$ cat config.mk
export PLATFORM = sky130hd
export DESIGN_NAME = strap_majority_voter
export DESIGN_NICKNAME = d
export VERILOG_FILES = /design/src/rtl/strap_pkg.sv /design/src/rtl/strap_fetch_seq.sv /design/src/rtl/strap_word_asm.sv /design/src/rtl/strap_vote.sv /design/src/rtl/strap_majority_voter.sv
export SDC_FILE = /design/constraint.sdc
export NUM_CORES = 1
export LEC_CHECK = 0
export ABC_AREA = 0
export CORE_MARGIN = 8
export CORE_UTILIZATION = 52
export CTS_CLUSTER_SIZE = 14
export DETAILED_ROUTE_END_ITERATION = 8
export HOLD_SLACK_MARGIN = 0.05
export PLACE_DENSITY = 0.73
export SYNTH_ARGS = -nofsm -noshare
export SYNTH_HDL_FRONTEND = slang
export SYNTH_HIERARCHICAL = 1
export SYNTH_SLANG_ARGS = --single-unit
$ cat constraint.sdc
create_clock -name clk -period 2.2 [get_ports clk]
set_input_delay 0.44 -clock clk [delete_from_list [all_inputs] [get_ports clk]]
set_output_delay 0.44 -clock clk [all_outputs]
set_load 0.1 [all_outputs]
$ cat src/rtl/strap_pkg.sv
package strap_pkg;

    // Number of redundant copies; the vote function below is 2-of-3.
    localparam int COPIES = 3;
    localparam int BYTE_W = 8;

    typedef logic [BYTE_W-1:0] fbyte_t;

    typedef enum logic [1:0] {
        SEQ_IDLE  = 2'd0,
        SEQ_ISSUE = 2'd1,
        SEQ_WAIT  = 2'd2
    } seq_state_e;

    // Read beat returning from the array one cycle after its address.
    typedef struct packed {
        logic live;
        logic last;
    } beat_t;

    function automatic logic vote2of3(input logic a, input logic b, input logic c);
        return (a & b) | (a & c) | (b & c);
    endfunction

endpackage

$ cat src/rtl/strap_fetch_seq.sv
module strap_fetch_seq
    import strap_pkg::*;
#(
    parameter int TOTAL     = 12,
    parameter int ADDR_W    = 10,
    parameter int BASE_ADDR = 0,
    parameter int IDX_W     = $clog2(TOTAL)
) (
    input  logic              clk,
    input  logic              rst,
    input  logic              go_i,
    input  logic              done_i,
    output logic              rd_en_o,
    output logic [ADDR_W-1:0] rd_addr_o,
    output logic [IDX_W-1:0]  idx_o,
    output logic              busy_o
);

    localparam logic [IDX_W-1:0] LAST_IDX = IDX_W'(TOTAL - 1);

    seq_state_e       state_q;
    logic [IDX_W-1:0] cnt_q;

    always_ff @(posedge clk) begin
        if (rst) begin
            state_q <= SEQ_IDLE;
            cnt_q   <= '0;
        end else begin
            case (state_q)
                SEQ_IDLE: begin
                    if (go_i) begin
                        state_q <= SEQ_ISSUE;
                        cnt_q   <= '0;
                    end
                end
                SEQ_ISSUE: begin
                    if (cnt_q == LAST_IDX) begin
                        state_q <= SEQ_WAIT;
                    end else begin
                        cnt_q <= cnt_q + 1'b1;
                    end
                end
                SEQ_WAIT: begin
                    if (done_i) begin
                        state_q <= SEQ_IDLE;
                    end
                end
                default: state_q <= SEQ_IDLE;
            endcase
        end
    end

    assign rd_en_o   = (state_q == SEQ_ISSUE);
    assign rd_addr_o = ADDR_W'(BASE_ADDR) + ADDR_W'(cnt_q);
    assign idx_o     = cnt_q;
    assign busy_o    = (state_q != SEQ_IDLE);

    AST_ADDR_ASCEND: assert property (@(posedge clk) disable iff (rst)
        rd_en_o && $past(rd_en_o) |-> rd_addr_o == ADDR_W'($past(rd_addr_o) + ADDR_W'(1)));

endmodule

$ cat src/rtl/strap_word_asm.sv
module strap_word_asm
    import strap_pkg::*;
#(
    parameter int TOTAL = 12,
    parameter int IDX_W = $clog2(TOTAL)
) (
    input  logic                         clk,
    input  logic                         rst,
    input  logic                         rd_en_i,
    input  logic [IDX_W-1:0]             idx_i,
    input  fbyte_t                       rd_data_i,
    output logic [TOTAL-1:0][BYTE_W-1:0] bytes_o,
    output logic                         done_o
);

    localparam logic [IDX_W-1:0] LAST_IDX = IDX_W'(TOTAL - 1);

    beat_t            beat_q;
    logic [IDX_W-1:0] pidx_q;

    always_ff @(posedge clk) begin
        if (rst) begin
            beat_q <= '0;
            pidx_q <= '0;
            done_o <= 1'b0;
        end else begin
            beat_q.live <= rd_en_i;
            beat_q.last <= rd_en_i && (idx_i == LAST_IDX);
            pidx_q      <= idx_i;
            done_o      <= beat_q.live && beat_q.last;
        end
    end

    for (genvar k = 0; k < TOTAL; k++) begin : g_lane
        always_ff @(posedge clk) begin
            if (rst) begin
                bytes_o[k] <= '0;
            end else if (beat_q.live && pidx_q == IDX_W'(k)) begin
                bytes_o[k] <= rd_data_i;
            end
        end
    end

    AST_DONE_ONCE: assert property (@(posedge clk) disable iff (rst)
        done_o |=> !done_o);

endmodule

$ cat src/rtl/strap_vote.sv
module strap_vote
    import strap_pkg::*;
#(
    parameter int WIDTH = 32
) (
    input  logic             clk,
    input  logic             rst,
    input  logic             clr_i,
    input  logic             load_i,
    input  logic [WIDTH-1:0] cp_a_i,
    input  logic [WIDTH-1:0] cp_b_i,
    input  logic [WIDTH-1:0] cp_c_i,
    output logic [WIDTH-1:0] strap_o,
    output logic             vld_o
);

    logic [WIDTH-1:0] maj;

    for (genvar b = 0; b < WIDTH; b++) begin : g_bit
        assign maj[b] = vote2of3(cp_a_i[b], cp_b_i[b], cp_c_i[b]);
    end

    always_ff @(posedge clk) begin
        if (rst) begin
            strap_o <= '0;
            vld_o   <= 1'b0;
        end else if (load_i) begin
            strap_o <= maj;
            vld_o   <= 1'b1;
        end else if (clr_i) begin
            vld_o   <= 1'b0;
        end
    end

    AST_HOLD_VALID: assert property (@(posedge clk) disable iff (rst)
        vld_o && $past(vld_o) |-> $stable(strap_o));

endmodule

$ cat src/rtl/strap_majority_voter.sv
module strap_majority_voter
    import strap_pkg::*;
#(
    parameter int WORD_BYTES = 4,
    parameter int ADDR_W     = 10,
    parameter int BASE_ADDR  = 0
) (
    input  logic                    clk,
    input  logic                    rst,
    input  logic                    start_i,
    output logic                    rd_en_o,
    output logic [ADDR_W-1:0]       rd_addr_o,
    input  logic [BYTE_W-1:0]       rd_data_i,
    output logic [WORD_BYTES*8-1:0] strap_o,
    output logic                    strap_vld_o
);

    localparam int STRAP_W = WORD_BYTES * BYTE_W;
    localparam int TOTAL   = COPIES * WORD_BYTES;
    localparam int IDX_W   = $clog2(TOTAL);

    logic                         busy;
    logic                         go;
    logic                         asm_done;
    logic [IDX_W-1:0]             issue_idx;
    logic [TOTAL-1:0][BYTE_W-1:0] fetched;
    logic [COPIES-1:0][STRAP_W-1:0] copies;

    assign go     = start_i && !busy;
    assign copies = fetched;

    strap_fetch_seq #(
        .TOTAL     (TOTAL),
        .ADDR_W    (ADDR_W),
        .BASE_ADDR (BASE_ADDR),
        .IDX_W     (IDX_W)
    ) i_seq (
        .clk       (clk),
        .rst       (rst),
        .go_i      (go),
        .done_i    (asm_done),
        .rd_en_o   (rd_en_o),
        .rd_addr_o (rd_addr_o),
        .idx_o     (issue_idx),
        .busy_o    (busy)
    );

    strap_word_asm #(
        .TOTAL     (TOTAL),
        .IDX_W     (IDX_W)
    ) i_asm (
        .clk       (clk),
        .rst       (rst),
        .rd_en_i   (rd_en_o),
        .idx_i     (issue_idx),
        .rd_data_i (rd_data_i),
        .bytes_o   (fetched),
        .done_o    (asm_done)
    );

    strap_vote #(
        .WIDTH     (STRAP_W)
    ) i_vote (
        .clk       (clk),
        .rst       (rst),
        .clr_i     (go),
        .load_i    (asm_done),
        .cp_a_i    (copies[0]),
        .cp_b_i    (copies[1]),
        .cp_c_i    (copies[2]),
        .strap_o   (strap_o),
        .vld_o     (strap_vld_o)
    );

    AST_RST_CLEAR: assert property (@(posedge clk)
        rst |=> (strap_o == '0) && !strap_vld_o && !rd_en_o);

    AST_QUIET_BUSY: assert property (@(posedge clk) disable iff (rst)
        busy |-> !strap_vld_o);

    AST_VLD_AFTER_FETCH: assert property (@(posedge clk) disable iff (rst)
        $rose(strap_vld_o) |-> $past(asm_done));

    AST_LAST_AFTER_ISSUE: assert property (@(posedge clk) disable iff (rst)
        asm_done |-> busy && !rd_en_o);

    AST_NO_RESTART: assert property (@(posedge clk) disable iff (rst)
        busy && rd_en_o && start_i |=> !(rd_en_o && rd_addr_o == ADDR_W'(BASE_ADDR)));

endmodule

## Yosys cells after proc, flatten, opt, wreduce, memory -nomap -nowiden

Index checks and enable logic that the tools add are counted.
W data, S select, Z words.

- Flip-flop bits (word level): 142
- Input port bits: 11
- Output and inout port bits: 44
- Logic and storage cells: 231

- Add/subtract/negate cells: 1
- Eq/ne operators: 18
- Mux-type cells: 9
- Bitwise gates (word level): 160
- Reductions and logical operators: 23

Operator list:

| kind | number |
|---|---|
| $and A1 B1 Y1 | 96 |
| $or A1 B1 Y1 | 64 |
| $eq A4 B4 Y1 const B | 5 |
| $eq A4 B3 Y1 const B | 4 |
| $logic_and A1 B1 Y1 | 15 |
| $eq A4 B2 Y1 const B | 2 |
| $mux W4 | 2 |
| $pmux W4 S2 | 1 |
| $mux W2 | 3 |
| $ne A2 B2 Y1 const B | 3 |
| $pmux W2 S3 | 1 |
| $reduce_and A3 Y1 | 2 |
| $reduce_bool A2 Y1 | 3 |
| $add A4 B1 Y4 const B | 1 |
| $eq A4 B1 Y1 const B | 1 |
| $logic_not A4 Y1 | 1 |
| $eq A2 B1 Y1 const B | 1 |
| $eq A2 B2 Y1 const B | 1 |
| $logic_not A2 Y1 | 1 |
| $mux W1 | 2 |
| $ne A2 B1 Y1 const B | 1 |
| $logic_not A1 Y1 | 1 |

## Logic depth before layout (Yosys ltp)

- Depth in word-level cells: 5
- Mapped depth: 5
- Depth with buffers taken out: 5

## By module

The synthesis kept the hierarchy.

Modules (own cells, without submodules):

| module | instances | cells each | area each (um2) | sequential area each (um2) |
|---|---|---|---|---|
| strap_word_asm | 1 | 358 | 3971.3 | 2062.0 |
| strap_vote | 1 | 175 | 1536.5 | 660.6 |
| strap_fetch_seq | 1 | 43 | 367.9 | 120.1 |
| strap_majority_voter | 1 | 1 | 13.8 | 0.0 |

## Least setup slack after synthesis

OpenSTA, ideal clock, no wires.

- Path type: register to register
- From: reg i_seq.state_q[1]
- To: reg i_seq.cnt_q[3], in the netlist i_seq/idx_o[3]
- Setup time: 0.074 ns
- Arrival time: 1.386 ns
- Required time: 2.126 ns
- Setup slack: 0.740 ns
- Cell stages (with the launch flop): 4
- Period minus slack after synthesis: 1.460 ns
- Cell sequence: dfxtp_1 and2b_2 or3b_1 a31oi_1

- Elaborated cells on any way between the ends: 10

RTL lines:

| element | line | RTL |
|---|---|---|
| start, declared | strap_fetch_seq.sv:21 | `seq_state_e state_q;` |
| start signal, assigned | strap_fetch_seq.sv:26 | `state_q <= SEQ_IDLE;` |
| start signal, assigned | strap_fetch_seq.sv:32 | `state_q <= SEQ_ISSUE;` |
| start signal, assigned | strap_fetch_seq.sv:38 | `state_q <= SEQ_WAIT;` |
| $eq A2 B1 Y1 * | n/a |  |
| named net rd_en_o | strap_majority_voter.sv:11 | `output logic rd_en_o,` |
| $ne A2 B2 Y1 (no source line) / $reduce_bool A2 Y1 (equally long branches) | n/a |  |
| $reduce_and A3 Y1 (no source line) | n/a |  |
| end signal, assigned | strap_fetch_seq.sv:40 | `cnt_q <= cnt_q + 1'b1;` |
| end, declared | strap_fetch_seq.sv:22 | `logic [IDX_W-1:0] cnt_q;` |

Mark *: on every way through the listed nets, which the timed path passes. The rest lies on a longest branch.
A chain may end at the register's enable or synchronous reset.

## Worst setup path after layout

- From: reg i_seq.state_q[1]
- To: out rd_en_o

- Longest elaborated chain between the ends: 1

Ends and longest elaborated chain:

| element | line | RTL |
|---|---|---|
| $eq A2 B1 Y1 | strap_fetch_seq.sv:53 | `assign rd_en_o = (state_q == SEQ_ISSUE);` |
| end, declared | strap_majority_voter.sv:11 |  |

No other way between the ends.

==> impl_metrics.json <==
{
  "fillerInstances": 914,
  "wl_per_cell_um": 15.5,
  "synthMostInstantiatedCell": "dfxtp_1",
  "finalWorstSetupSlack_ns": 0.468,
  "critPathLaunchType": "flop",
  "die_area_um2": 15000,
  "yosysUniqueCellTypes": 37,
  "dr.pass1.iters": 4,
  "synthTopCellsByCount": "142 x dfxtp_1, 105 x nand2b_1, 97 x mux2i_1",
  "period_needed_ns": 1.73,
  "cts_buffer_depth": 2,
  "initial_core_util": 0.525,
  "synth_seq_cells": 142,
  "whs_ns": 0.381,
  "maxCapViolations": 0,
  "grt_max_degree": 111,
  "status": "complete, no violations",
  "slew_headroom": 0.596,
  "placedInstanceArea_um2": 6290,
  "num_antenna_cells": 0,
  "critPathRequiredTime_ns": 1.76,
  "multiInputGateArea_um2": 2810,
  "p_leak_nw": 2.98,
  "routed_wl_um": 11800,
  "critical_path_class": "flop to output port",
  "cts-root-buf": "clkbuf_16",
  "design_area_um2": 6950,
  "antenna_left": 0,
  "post_cts_resized": 0,
  "first_iter_violations": 250,
  "path_clk_slew_ns": 0.06,
  "holdCritPathClass": "input port to flop",
  "netlist_area_um2": 5890,
  "max_freq_ghz": 0.577,
  "synth_cells": 577,
  "vdd_drop_max_uv": 558,
  "numPortBuffers": 48,
  "place_ws_ns": 0.587,
  "antenna_found_initial": 0,
  "fin_crit_sh": 0.787,
  "fin_worst_skew_ns": 0.00494,
  "synthArstFlopShare": 0,
  "hpwl_um": 7510,
  "seq_area_um2": 2840,
  "worstMarginPinSlew_ns": 0.606,
  "grt_overflow": 0,
  "grt_usage": 0.166,
  "placementRows": 39,
  "vias": 3992,
  "finalSetupViolations": 0,
  "clk_latency_ns": 0.41,
  "cts.sinks": 142,
  "die_x_um": 122,
  "cp-end-kind": "output port",
  "hold_viol": 0,
  "drc": 0,
  "crit_path_max_fanout": 7,
  "via_per_inst": 5.24,
  "grt_pass1_vias": 4078,
  "cp.arrival_ns": 1.29,
  "ys_warn_count": 6,
  "cts_buffers": 17,
  "synth_edf_count": 0,
  "coreArea_um2": 11200,
  "syn_area_per_cell_um2": 10.2,
  "synth_seq_area_share": 0.483,
  "rsz0062_at_grt": "false",
  "layout.nets": 618,
  "cts_tree": "done",
  "grt_pass1_wl_um": 19700,
  "synth_ff_type": "dfxtp_1",
  "cts_setup_buffers": 0,
  "io_pins": 55,
  "gp_congestion": 0.823,
  "htree_levels": 4,
  "utilization": 0.620,
  "netlist.area_leader.share": 0.483,
  "chipHeight_um": 122,
  "power_density_nw_per_um2": 870,
  "drive_gt1_frac": 0.170,
  "postCtsHoldBufs": 0,
  "setup_tns_ns": 0,
  "syn2layout_area_growth_pct": 18.1,
  "synthTopCellsByArea": "dfxtp_1 48%, mux2i_1 16%, nand2b_1 11%, a311oi_2 4.3%, o21ai_0 3.1%",
  "slew_violations": 0,
  "yosysTopAreaCell": "dfxtp_1"
}
## metal layers
layer | vias up | GRT usage | routed length, um
met5 | - | 0 | 0
li1 | 2023 | - | -
met1 | 1897 | 0.202 | 5440
met3 | 15 | 0.0460 | 401
met2 | 57 | 0.275 | 5780
met4 | 0 | 0.0625 | 166
## worst paths after layout
kind	slack, ns	from	depth (start not counted)	end
setup / recovery	0.47	i_seq/state_q[1]$_SDFFE_PP0P_	2	rd_en_o
hold / removal	0.38	rst	2	i_vote/strap_o[16]$_SDFFE_PP0P_
setup reg to reg	0.73	i_asm/beat_q[1]$_SDFF_PP0_	3	i_asm/bytes_o[29]$_SDFFE_PP0P_
hold reg to reg	0.43	i_asm/beat_q[0]$_SDFF_PP0_	2	i_asm/done_o$_SDFF_PP0_
## cell families (layout without fill, tap and decap cells)
| kind of cell | count (synthesis) | after routing | synth area share |
|---|---|---|---|
| simple gates | 214 | 214 | 0.204 |
| flops | 142 | 142 | 0.483 |
| mux | 97 | 97 | 0.165 |
| compound gates | 74 | 74 | 0.102 |
| buf+inv | 48 | 85 | 0.0436 |
| fa+ha+maj | 1 | 1 | 0.00212 |
| other cells | 1 | 6 | 0.000637 |
## per-stage QoR
step / power [W] / instances
after global placement: 0.00291 / 730
after floorplan: 0.00286 / 582
after detailed placement: 0.00291 / 730
final: 0.00605 / 762
after global routing: 0.00623 / 762
after CTS: 0.00610 / 762
## area by class of cell
type | count | share of cell area
Tap cell | 143 | 0.0257
Sequential cell | 142 | 0.409
Timing Repair Buffer | 52 | 0.0648
Clock buffer | 23 | 0.0702
Clock inverter | 9 | 0.0257
Inverter | 1 | 0.000540
Multi-Input combinational cell | 392 | 0.404
## state kept, by name, indices dropped and copies added, names as in the netlist
register and count:
i_asm/pidx_q 4, i_asm/done_o 1, i_vote/vld_o 1, i_seq/state_q 2, i_vote/strap_o 32, i_asm/beat_q 2
i_asm/bytes_o 96, i_seq/idx_o 4
## report_power, final
| part | internal [W] | switching, W |
|---|---|---|
| clock | 0.00214 | 0.00106 |
| sequential | 0.00259 | 0.0000143 |
| combinational | 0.0000829 | 0.000171 |
## cell usage in the layout, fill, tap and decap left out, drive strengths merged, types with 2 or more instances in the layout
master,n
nand2,43
mux2i,97
dfxtp,142
nor2,36
a311oi,32
and3b,2
nand3,5
nand3b,2
nor3b,2
o21ai,36
nand2b,105
nor2b,8
a21oi,4
clkdlybuf4s50,9
buf,43
conb,6
inv,2
clkbuf,23
bufinv,5
and2b,3
clkinvlp,2
## critical path: stages (launching register included)
cell	delay (ns)
dfxtp_1	0.39
and2b_2	0.30
buf_12	0.18
(Power assumes the default switching activity.)
